[config.mk]
export PLATFORM = sky130hd
export DESIGN_NAME = irq_pend_core
export DESIGN_NICKNAME = d
export VERILOG_FILES = /design/src/rtl/irq_pend_pkg.sv /design/src/rtl/irq_wr_decode.sv /design/src/rtl/irq_sgi_decode.sv /design/src/rtl/irq_state_bank.sv /design/src/rtl/irq_pend_core.sv
export SDC_FILE = /design/constraint.sdc
export NUM_CORES = 1
export LEC_CHECK = 0
export BUFFER_PORTS_ARGS = -buffer_cell sky130_fd_sc_hd__buf_2
export CAP_MARGIN = 20
export CORE_MARGIN = 8
export CORE_UTILIZATION = 41
export DETAILED_ROUTE_END_ITERATION = 10
export SLEW_MARGIN = 10
export SYNTH_ARGS = -nofsm -noshare
export SYNTH_HDL_FRONTEND = slang
export SYNTH_HIERARCHICAL = 1
export SYNTH_SLANG_ARGS = --single-unit
[constraint.sdc]
create_clock -name clk -period 7.3 [get_ports clk]
set_clock_uncertainty 0.05 [all_clocks]
set_input_delay 1.095 -clock clk [delete_from_list [all_inputs] [get_ports clk]]
set_output_delay 1.095 -clock clk [all_outputs]
set_load 0.05 [all_outputs]
[src/rtl/irq_pend_pkg.sv]
package irq_pend_pkg;

    localparam int PRIV_IDS   = 32;
    localparam int LOCKED_IDS = 16;
    localparam int MAX_CPUS   = 8;
    localparam int ID_FIELD_W = 10;

    typedef enum logic [2:0] {
        OP_SET_EN   = 3'd0,
        OP_CLR_EN   = 3'd1,
        OP_SET_PEND = 3'd2,
        OP_CLR_PEND = 3'd3,
        OP_CFG      = 3'd4
    } reg_op_e;

    typedef enum logic [1:0] {
        FLT_LIST   = 2'd0,
        FLT_OTHERS = 2'd1,
        FLT_SELF   = 2'd2,
        FLT_ALL    = 2'd3
    } sgi_flt_e;

    typedef struct packed {
        logic [5:0]            spare_hi;
        sgi_flt_e              flt;
        logic [7:0]            cpu_list;
        logic [5:0]            spare_lo;
        logic [ID_FIELD_W-1:0] id;
    } sgi_word_t;

    function automatic logic [MAX_CPUS-1:0] sgi_targets(
        input sgi_flt_e              flt,
        input logic [MAX_CPUS-1:0]   lst,
        input logic [MAX_CPUS-1:0]   self_oh,
        input logic [MAX_CPUS-1:0]   all_oh
    );
        unique case (flt)
            FLT_LIST:   return lst & all_oh;
            FLT_OTHERS: return all_oh & ~self_oh;
            FLT_SELF:   return self_oh;
            default:    return all_oh;
        endcase
    endfunction

endpackage

[src/rtl/irq_wr_decode.sv]
module irq_wr_decode
    import irq_pend_pkg::*;
#(
    parameter int NUM_IRQ = 64
) (
    input  logic               we,
    input  logic [2:0]         op,
    input  logic [7:0]         byte_idx,
    input  logic [7:0]         data,
    output logic [NUM_IRQ-1:0] set_en,
    output logic [NUM_IRQ-1:0] clr_en,
    output logic [NUM_IRQ-1:0] set_pend,
    output logic [NUM_IRQ-1:0] clr_pend,
    output logic [NUM_IRQ-1:0] cfg_we,
    output logic [NUM_IRQ-1:0] cfg_model,
    output logic [NUM_IRQ-1:0] cfg_edge,
    output logic               bad
);
    reg_op_e op_e;
    logic    byte_grp;
    logic    cfg_grp;

    assign op_e     = reg_op_e'(op);
    assign byte_grp = we && (op <= 3'd3);
    assign cfg_grp  = we && (op_e == OP_CFG);
    assign bad      = (byte_grp && (32'(byte_idx) * 8 >= NUM_IRQ))
                   || (cfg_grp  && (32'(byte_idx) * 4 >= NUM_IRQ));

    for (genvar i = 0; i < NUM_IRQ; i++) begin : g_id
        localparam int BI = i / 8;
        localparam int BB = i % 8;
        localparam int CI = i / 4;
        localparam int CB = i % 4;
        logic hit;
        logic cfg_hit;

        assign hit     = byte_grp && (32'(byte_idx) == BI);
        assign cfg_hit = cfg_grp  && (32'(byte_idx) == CI);

        if (i < LOCKED_IDS) begin : g_locked
            assign set_en[i] = hit && (op_e == OP_SET_EN);
            assign clr_en[i] = 1'b0;
        end else begin : g_free
            assign set_en[i] = hit && (op_e == OP_SET_EN) && data[BB];
            assign clr_en[i] = hit && (op_e == OP_CLR_EN) && data[BB];
        end

        assign set_pend[i]  = hit && (op_e == OP_SET_PEND) && data[BB];
        assign clr_pend[i]  = hit && (op_e == OP_CLR_PEND) && data[BB];
        assign cfg_we[i]    = cfg_hit;
        assign cfg_model[i] = data[2*CB];
        if (i < PRIV_IDS) begin : g_force_edge
            assign cfg_edge[i] = 1'b1;
        end else begin : g_cfg_edge
            assign cfg_edge[i] = data[2*CB+1];
        end
    end

endmodule

[src/rtl/irq_sgi_decode.sv]
module irq_sgi_decode
    import irq_pend_pkg::*;
#(
    parameter int NUM_CPU = 2,
    parameter int NUM_IRQ = 64
) (
    input  logic               we,
    input  logic [31:0]        word,
    input  logic [NUM_CPU-1:0] writer_oh,
    output logic [NUM_IRQ-1:0] id_oh,
    output logic [NUM_CPU-1:0] cpu_mask,
    output logic               bad
);
    localparam logic [MAX_CPUS-1:0] ALL_OH = {MAX_CPUS{1'b1}} >> (MAX_CPUS - NUM_CPU);

    sgi_word_t           w;
    logic [MAX_CPUS-1:0] mask_full;

    assign w         = sgi_word_t'(word);
    assign mask_full = sgi_targets(w.flt, w.cpu_list, MAX_CPUS'(writer_oh), ALL_OH);
    assign cpu_mask  = mask_full[NUM_CPU-1:0];
    assign bad       = we && (32'(w.id) >= NUM_IRQ);

    for (genvar i = 0; i < NUM_IRQ; i++) begin : g_id
        assign id_oh[i] = we && (32'(w.id) == i);
    end

endmodule

[src/rtl/irq_state_bank.sv]
module irq_state_bank
    import irq_pend_pkg::*;
#(
    parameter int NUM_CPU = 2,
    parameter int NUM_IRQ = 64
) (
    input  logic                                 clk,
    input  logic                                 rst,
    input  logic [NUM_CPU*PRIV_IDS-1:0]          src_priv,
    input  logic [NUM_IRQ-PRIV_IDS-1:0]          src_shr,
    input  logic [(NUM_IRQ-PRIV_IDS)*NUM_CPU-1:0] tgt_flat,
    input  logic [NUM_CPU-1:0]                   writer_oh,
    input  logic [NUM_IRQ-1:0]                   set_en,
    input  logic [NUM_IRQ-1:0]                   clr_en,
    input  logic [NUM_IRQ-1:0]                   set_pend,
    input  logic [NUM_IRQ-1:0]                   clr_pend,
    input  logic [NUM_IRQ-1:0]                   cfg_we,
    input  logic [NUM_IRQ-1:0]                   cfg_model,
    input  logic [NUM_IRQ-1:0]                   cfg_edge,
    input  logic [NUM_IRQ-1:0]                   sgi_id_oh,
    input  logic [NUM_CPU-1:0]                   sgi_cpu,
    output logic [NUM_CPU*NUM_IRQ-1:0]           en_q,
    output logic [NUM_CPU*NUM_IRQ-1:0]           pend_q,
    output logic [NUM_IRQ-1:0]                   model_q,
    output logic [NUM_IRQ-1:0]                   edge_q
);
    localparam int TOTAL = NUM_CPU * NUM_IRQ;

    logic [TOTAL-1:0] lvl_q;
    logic [TOTAL-1:0] clr_rep;

    assign clr_rep = {NUM_CPU{clr_pend}};

    for (genvar i = 0; i < NUM_IRQ; i++) begin : g_cfg
        always_ff @(posedge clk) begin
            if (rst) begin
                model_q[i] <= 1'b0;
                edge_q[i]  <= (i < PRIV_IDS);
            end else if (cfg_we[i]) begin
                model_q[i] <= cfg_model[i];
                edge_q[i]  <= cfg_edge[i];
            end
        end
    end

    for (genvar c = 0; c < NUM_CPU; c++) begin : g_cpu
        for (genvar i = 0; i < NUM_IRQ; i++) begin : g_id
            localparam int K = c * NUM_IRQ + i;
            logic line;
            logic route;
            logic own;
            logic set_any;

            if (i < PRIV_IDS) begin : g_priv
                assign line  = src_priv[c*PRIV_IDS + i];
                assign route = 1'b1;
                assign own   = writer_oh[c];
            end else begin : g_shr
                assign line  = src_shr[i - PRIV_IDS];
                assign route = tgt_flat[(i - PRIV_IDS)*NUM_CPU + c];
                assign own   = 1'b1;
            end

            assign set_any = (line && !lvl_q[K] && route && (edge_q[i] || en_q[K]))
                          || (set_en[i] && own && route && !edge_q[i] && lvl_q[K])
                          || (set_pend[i] && own && route)
                          || (sgi_id_oh[i] && sgi_cpu[c]);

            always_ff @(posedge clk) begin
                if (rst) begin
                    en_q[K]   <= (i < LOCKED_IDS);
                    pend_q[K] <= 1'b0;
                    lvl_q[K]  <= 1'b0;
                end else begin
                    en_q[K]   <= (en_q[K] && !(clr_en[i] && own)) || (set_en[i] && own);
                    pend_q[K] <= (pend_q[K] && !clr_pend[i]) || set_any;
                    lvl_q[K]  <= line;
                end
            end
        end
    end

    AST_PEND_FALLS_ON_CLR: assert property (@(posedge clk) disable iff (rst)
        (|pend_q) |=> (($past(pend_q) & ~pend_q & ~$past(clr_rep)) == '0));

endmodule

[src/rtl/irq_pend_core.sv]
module irq_pend_core
    import irq_pend_pkg::*;
#(
    parameter int NUM_CPU = 2,
    parameter int NUM_IRQ = 64,
    localparam int CPU_W  = (NUM_CPU > 1) ? $clog2(NUM_CPU) : 1,
    localparam int NSHR   = NUM_IRQ - PRIV_IDS
) (
    input  logic                        clk,
    input  logic                        rst,
    input  logic [NUM_CPU*PRIV_IDS-1:0] src_priv,
    input  logic [NSHR-1:0]             src_shr,
    input  logic [CPU_W-1:0]            cpu_sel,
    input  logic                        reg_we,
    input  logic [2:0]                  reg_op,
    input  logic [7:0]                  reg_byte,
    input  logic [7:0]                  reg_wdata,
    input  logic                        sgi_we,
    input  logic [31:0]                 sgi_wdata,
    input  logic                        tgt_we,
    input  logic [ID_FIELD_W-1:0]       tgt_id,
    input  logic [NUM_CPU-1:0]          tgt_mask,
    output logic [NUM_CPU*NUM_IRQ-1:0]  en_vec,
    output logic [NUM_CPU*NUM_IRQ-1:0]  pend_vec,
    output logic [NUM_IRQ-1:0]          model_vec,
    output logic [NUM_IRQ-1:0]          edge_vec,
    output logic                        wr_err
);
    logic [NUM_CPU-1:0]      writer_oh;
    logic [NUM_IRQ-1:0]      set_en, clr_en, set_pend, clr_pend;
    logic [NUM_IRQ-1:0]      cfg_we, cfg_model, cfg_edge;
    logic [NUM_IRQ-1:0]      sgi_id_oh;
    logic [NUM_CPU-1:0]      sgi_cpu;
    logic                    reg_bad, sgi_bad, tgt_bad;
    logic [NSHR*NUM_CPU-1:0] tgt_flat;
    logic                    locked_all;

    assign writer_oh = NUM_CPU'(1) << cpu_sel;
    assign tgt_bad   = tgt_we && (32'(tgt_id) >= NUM_IRQ);

    irq_wr_decode #(.NUM_IRQ(NUM_IRQ)) u_wr (
        .we(reg_we), .op(reg_op), .byte_idx(reg_byte), .data(reg_wdata),
        .set_en(set_en), .clr_en(clr_en), .set_pend(set_pend), .clr_pend(clr_pend),
        .cfg_we(cfg_we), .cfg_model(cfg_model), .cfg_edge(cfg_edge), .bad(reg_bad)
    );

    irq_sgi_decode #(.NUM_CPU(NUM_CPU), .NUM_IRQ(NUM_IRQ)) u_sgi (
        .we(sgi_we), .word(sgi_wdata), .writer_oh(writer_oh),
        .id_oh(sgi_id_oh), .cpu_mask(sgi_cpu), .bad(sgi_bad)
    );

    for (genvar s = 0; s < NSHR; s++) begin : g_tgt
        always_ff @(posedge clk) begin
            if (rst) begin
                tgt_flat[s*NUM_CPU +: NUM_CPU] <= '0;
            end else if (tgt_we && (32'(tgt_id) == s + PRIV_IDS)) begin
                tgt_flat[s*NUM_CPU +: NUM_CPU] <= tgt_mask;
            end
        end
    end

    irq_state_bank #(.NUM_CPU(NUM_CPU), .NUM_IRQ(NUM_IRQ)) u_bank (
        .clk(clk), .rst(rst), .src_priv(src_priv), .src_shr(src_shr),
        .tgt_flat(tgt_flat), .writer_oh(writer_oh),
        .set_en(set_en), .clr_en(clr_en), .set_pend(set_pend), .clr_pend(clr_pend),
        .cfg_we(cfg_we), .cfg_model(cfg_model), .cfg_edge(cfg_edge),
        .sgi_id_oh(sgi_id_oh), .sgi_cpu(sgi_cpu),
        .en_q(en_vec), .pend_q(pend_vec), .model_q(model_vec), .edge_q(edge_vec)
    );

    always_ff @(posedge clk) begin
        if (rst) wr_err <= 1'b0;
        else     wr_err <= reg_bad || sgi_bad || tgt_bad;
    end

    always_comb begin
        locked_all = 1'b1;
        for (int c = 0; c < NUM_CPU; c++) begin
            locked_all = locked_all && (&en_vec[c*NUM_IRQ +: LOCKED_IDS]);
        end
    end

    AST_LOCKED_ENABLES: assert property (@(posedge clk) disable iff (rst)
        (reg_we && reg_op == 3'd1 && reg_byte < 8'd2) |=> locked_all);

    AST_SGI_SELF_SETS: assert property (@(posedge clk) disable iff (rst)
        (sgi_we && sgi_wdata[25:24] == 2'd2 && 32'(sgi_wdata[9:0]) < NUM_IRQ)
        |=> pend_vec[int'($past(cpu_sel))*NUM_IRQ + int'($past(sgi_wdata[9:0]))]);

    AST_ERR_ON_RANGE: assert property (@(posedge clk) disable iff (rst)
        (reg_we && reg_op <= 3'd3 && 32'(reg_byte) * 8 >= NUM_IRQ) |=> wr_err);

    AST_ERR_QUIET: assert property (@(posedge clk) disable iff (rst)
        !(reg_we || sgi_we || tgt_we) |=> !wr_err);

endmodule

==> impl_results.md <==
- MaxCap Viol Count: 0
- Worst EP required: slightly below 8000 ps
- DR vias/cell: 5.69
- Row count: 93
- Global-route usage over all layers: 27.2%
- Gr ovfl total: 0
- Number of H-tree levels: 2
- Dpl ws: 3070 ps
- Routed vias: between 20000 and 25000
- First-pass GRT wire length: 152 mm
- # port buffers: 531
- RSZ-0062 raised after global routing: false
- Die ar.: between 70000 and 80000 µm²
- Crit-path max FO: 67
- Die width: 270 µm
- DR iter-0 viols: 2886
- Total CTS buffers: 59
- Number of synthesized flops with an enable pin: 0
- CTS clk-pin slew, worst paths: 60 ps
- Dominant synthesized flop cell: dfxtp_1
- WL/cell: 25.1 µm
- Max VDD drop: 0.165 mV
- Clock sink count: about 550
- Post-CTS sizing: 0
- Pwr dens: 224 nW/µm²
- Hold Slack: about 430 ps
- Residual DRC: 0
- Worst-Margin Slew: 1160 ps
- Final Hold Viols: 0
- Min Tclk post-route: roughly 3700 ps
- Die Height: 270 µm
- Seq/Total Area, Yosys: 41.1%
- Fmax: 270 MHz
- Overall power: 0.00672 W
- DP HPWL: 75.8 mm
- DRT Wirelength: 106 mm
- Routability Congestion: roughly 0.87
- CP top delay family: buffers and inverters
- Synth warn: 6
- Post-synth ARST share: 0%
- Period utilization: 50.7%
- # hold bufs at CTS: 0
- Status: completed
- CP max stage delay: 710 ps
- Mapped cell area: 26500 µm²
- Worst hold path class: reg2reg
- Largest net degree at the start of global routing: 222
- Distinct cell type count after synthesis: 48
- Final WS setup: 3600 ps
- Most common cell after layout, fill and taps aside: dfxtp_1
- Total Neg Setup Slack: 0 ps
- CP bufs+invs: 3
- Post-placement cell count: 4120
- Most frequent cells in the layout: dfxtp_1, buf_2, nor2_1
- Clk_lat worst skew: 620 ps
- Most used cell, CP: buf_4
- Critical Path AT: 4160 ps
- Boundary pin count: between 500 and 600
- CP Class: in2reg
- Register bit total from synthesis: 545
- CTS tree: built
- Layout Cells excl Fill: 4242
- CORE AREA: 64200 µm²
- Slowest cell on crit path: buf_4
- Initial Util: about two fifths
- Synthesized area per cell: 8.60 µm²
- Cells after Synth: 3084
- Root Buffer: clkbuf_16
- DRT Pass-1 Iters: 9
- Sequence of cells on the critical path: buf_4 -> inv_4 -> nor2b_1 -> a221o_4 -> buf_4 -> a221oi_1 -> a311oi_1
- Setup bufs post-CTS: 0
- Initial antenna violation count: 20
- ANT nets after route: 0
- CP Capture Type: register
- # setup viols final: 0
- Nets: 3492
- Pleak: 11.2 nW
- Clock Path Buffers: 3
- Area Overhead vs Synth: 13.3%
- Rel. slew slack: 23.0%
- Vias in the first global route: 22400
- Ratio of cells with drive above 1 in the final layout: 22.5%
- Crit start category: input port
- Max Slew Vio Count: 0
[sequential cells by signal (all words and copies together), names as in the netlist]
signal,count
u_bank/model_q,64
u_bank/pend_q,128
u_bank/lvl_q,96
tgt_flat,64
u_bank/en_q,128
u_bank/edge_q,64
wr_err,1
[Yosys cell counts (all sizes together) (3+ instances only)]
| library cell | number | area [µm²] |
|---|---|---|
| nor3b | 4 | 30.0 |
| mux2i | 160 | 1600 |
| nor3 | 53 | 265 |
| clkbuf | 102 | 383 |
| or4b | 3 | 30.0 |
| a221o | 34 | 340 |
| a22oi | 96 | 721 |
| nor2b | 200 | 1250 |
| a222oi | 64 | 641 |
| o21ai | 99 | 495 |
| nand2b | 72 | 450 |
| nand4 | 25 | 156 |
| and3b | 5 | 43.8 |
| nor2 | 405 | 1520 |
| a31oi | 96 | 601 |
| nor4bb | 6 | 60.1 |
| dfxtp | 545 | 10900 |
| or2 | 34 | 213 |
| and2 | 4 | 25.0 |
| a211o | 32 | 280 |
| inv | 160 | 601 |
| buf | 337 | 2400 |
| a21oi | 65 | 325 |
| a311oi | 64 | 567 |
| nand2 | 91 | 342 |
| nor4 | 50 | 518 |
| a221oi | 64 | 561 |
| nand3 | 168 | 841 |
| o211ai | 30 | 225 |
[metrics by stage]
stage	util, %	area (µm²)
6_report	46.8	30100
5_1_grt	46.8	30100
3_5_place_dp	43.8	28100
4_1_cts	46.8	30000
3_3_place_gp	43.8	28100
2_1_floorplan	-	26700
[layout make-up]
class | count | area (µm²)
inverters | 160 | 603
well taps | 855 | 1070
fillers | 6503 | 34200
clock inverters | 23 | 175
multi-input cells | 1986 | 12500
diodes | 15 | 37.5
repair buffers | 575 | 3030
clock buffers | 83 | 1750
flip-flops and latches | 545 | 10900
[where the power goes]
part	switching (W)	internal [W]	total [W]
combinational	0.000480	0.000160	0.000640
clock	0.00127	0.00173	0.00300
sequential	0.0000407	0.00304	0.00309
[cells by family after synthesis]
kind of cell           Yosys count  synth area share [%]
AND/OR/NAND/NOR               1133                  22.1
AO/OA/AOI/OAI                  645                  18.0
other                            2                0.0283
multiplexers                   160                  6.04
flip-flops                     545                  41.1
buffers and inverters          599                  12.7
[worst paths after layout]
path,start,end,slack [ps],cells past startpoint
worst min register to register,tgt_flat[15],tgt_flat[15],430,2
worst max register to register,u_bank/edge_q[18],u_bank/pend_q[18],6060,3
worst max-delay path,cpu_sel,u_bank/pend_q[52],3600,7
worst min-delay path,tgt_flat[15],tgt_flat[15],430,2
[layer usage]
metal,global-route usage (%),share of wire [%],vias to the layer above
li1,-,-,11300
met1,36.4,43,11600
met2,41.6,44,1084
met3,7.79,9.8,162
met4,9.33,3.0,8
met5,0,0.050,-
[tightest hold or removal path, delay by kind of cell, from the launching register on]
kind	cells	cell delay, ps
and+or+nand+nor	1	60
DFF	1	310
muxes	1	60
(Power assumes the default switching activity.)
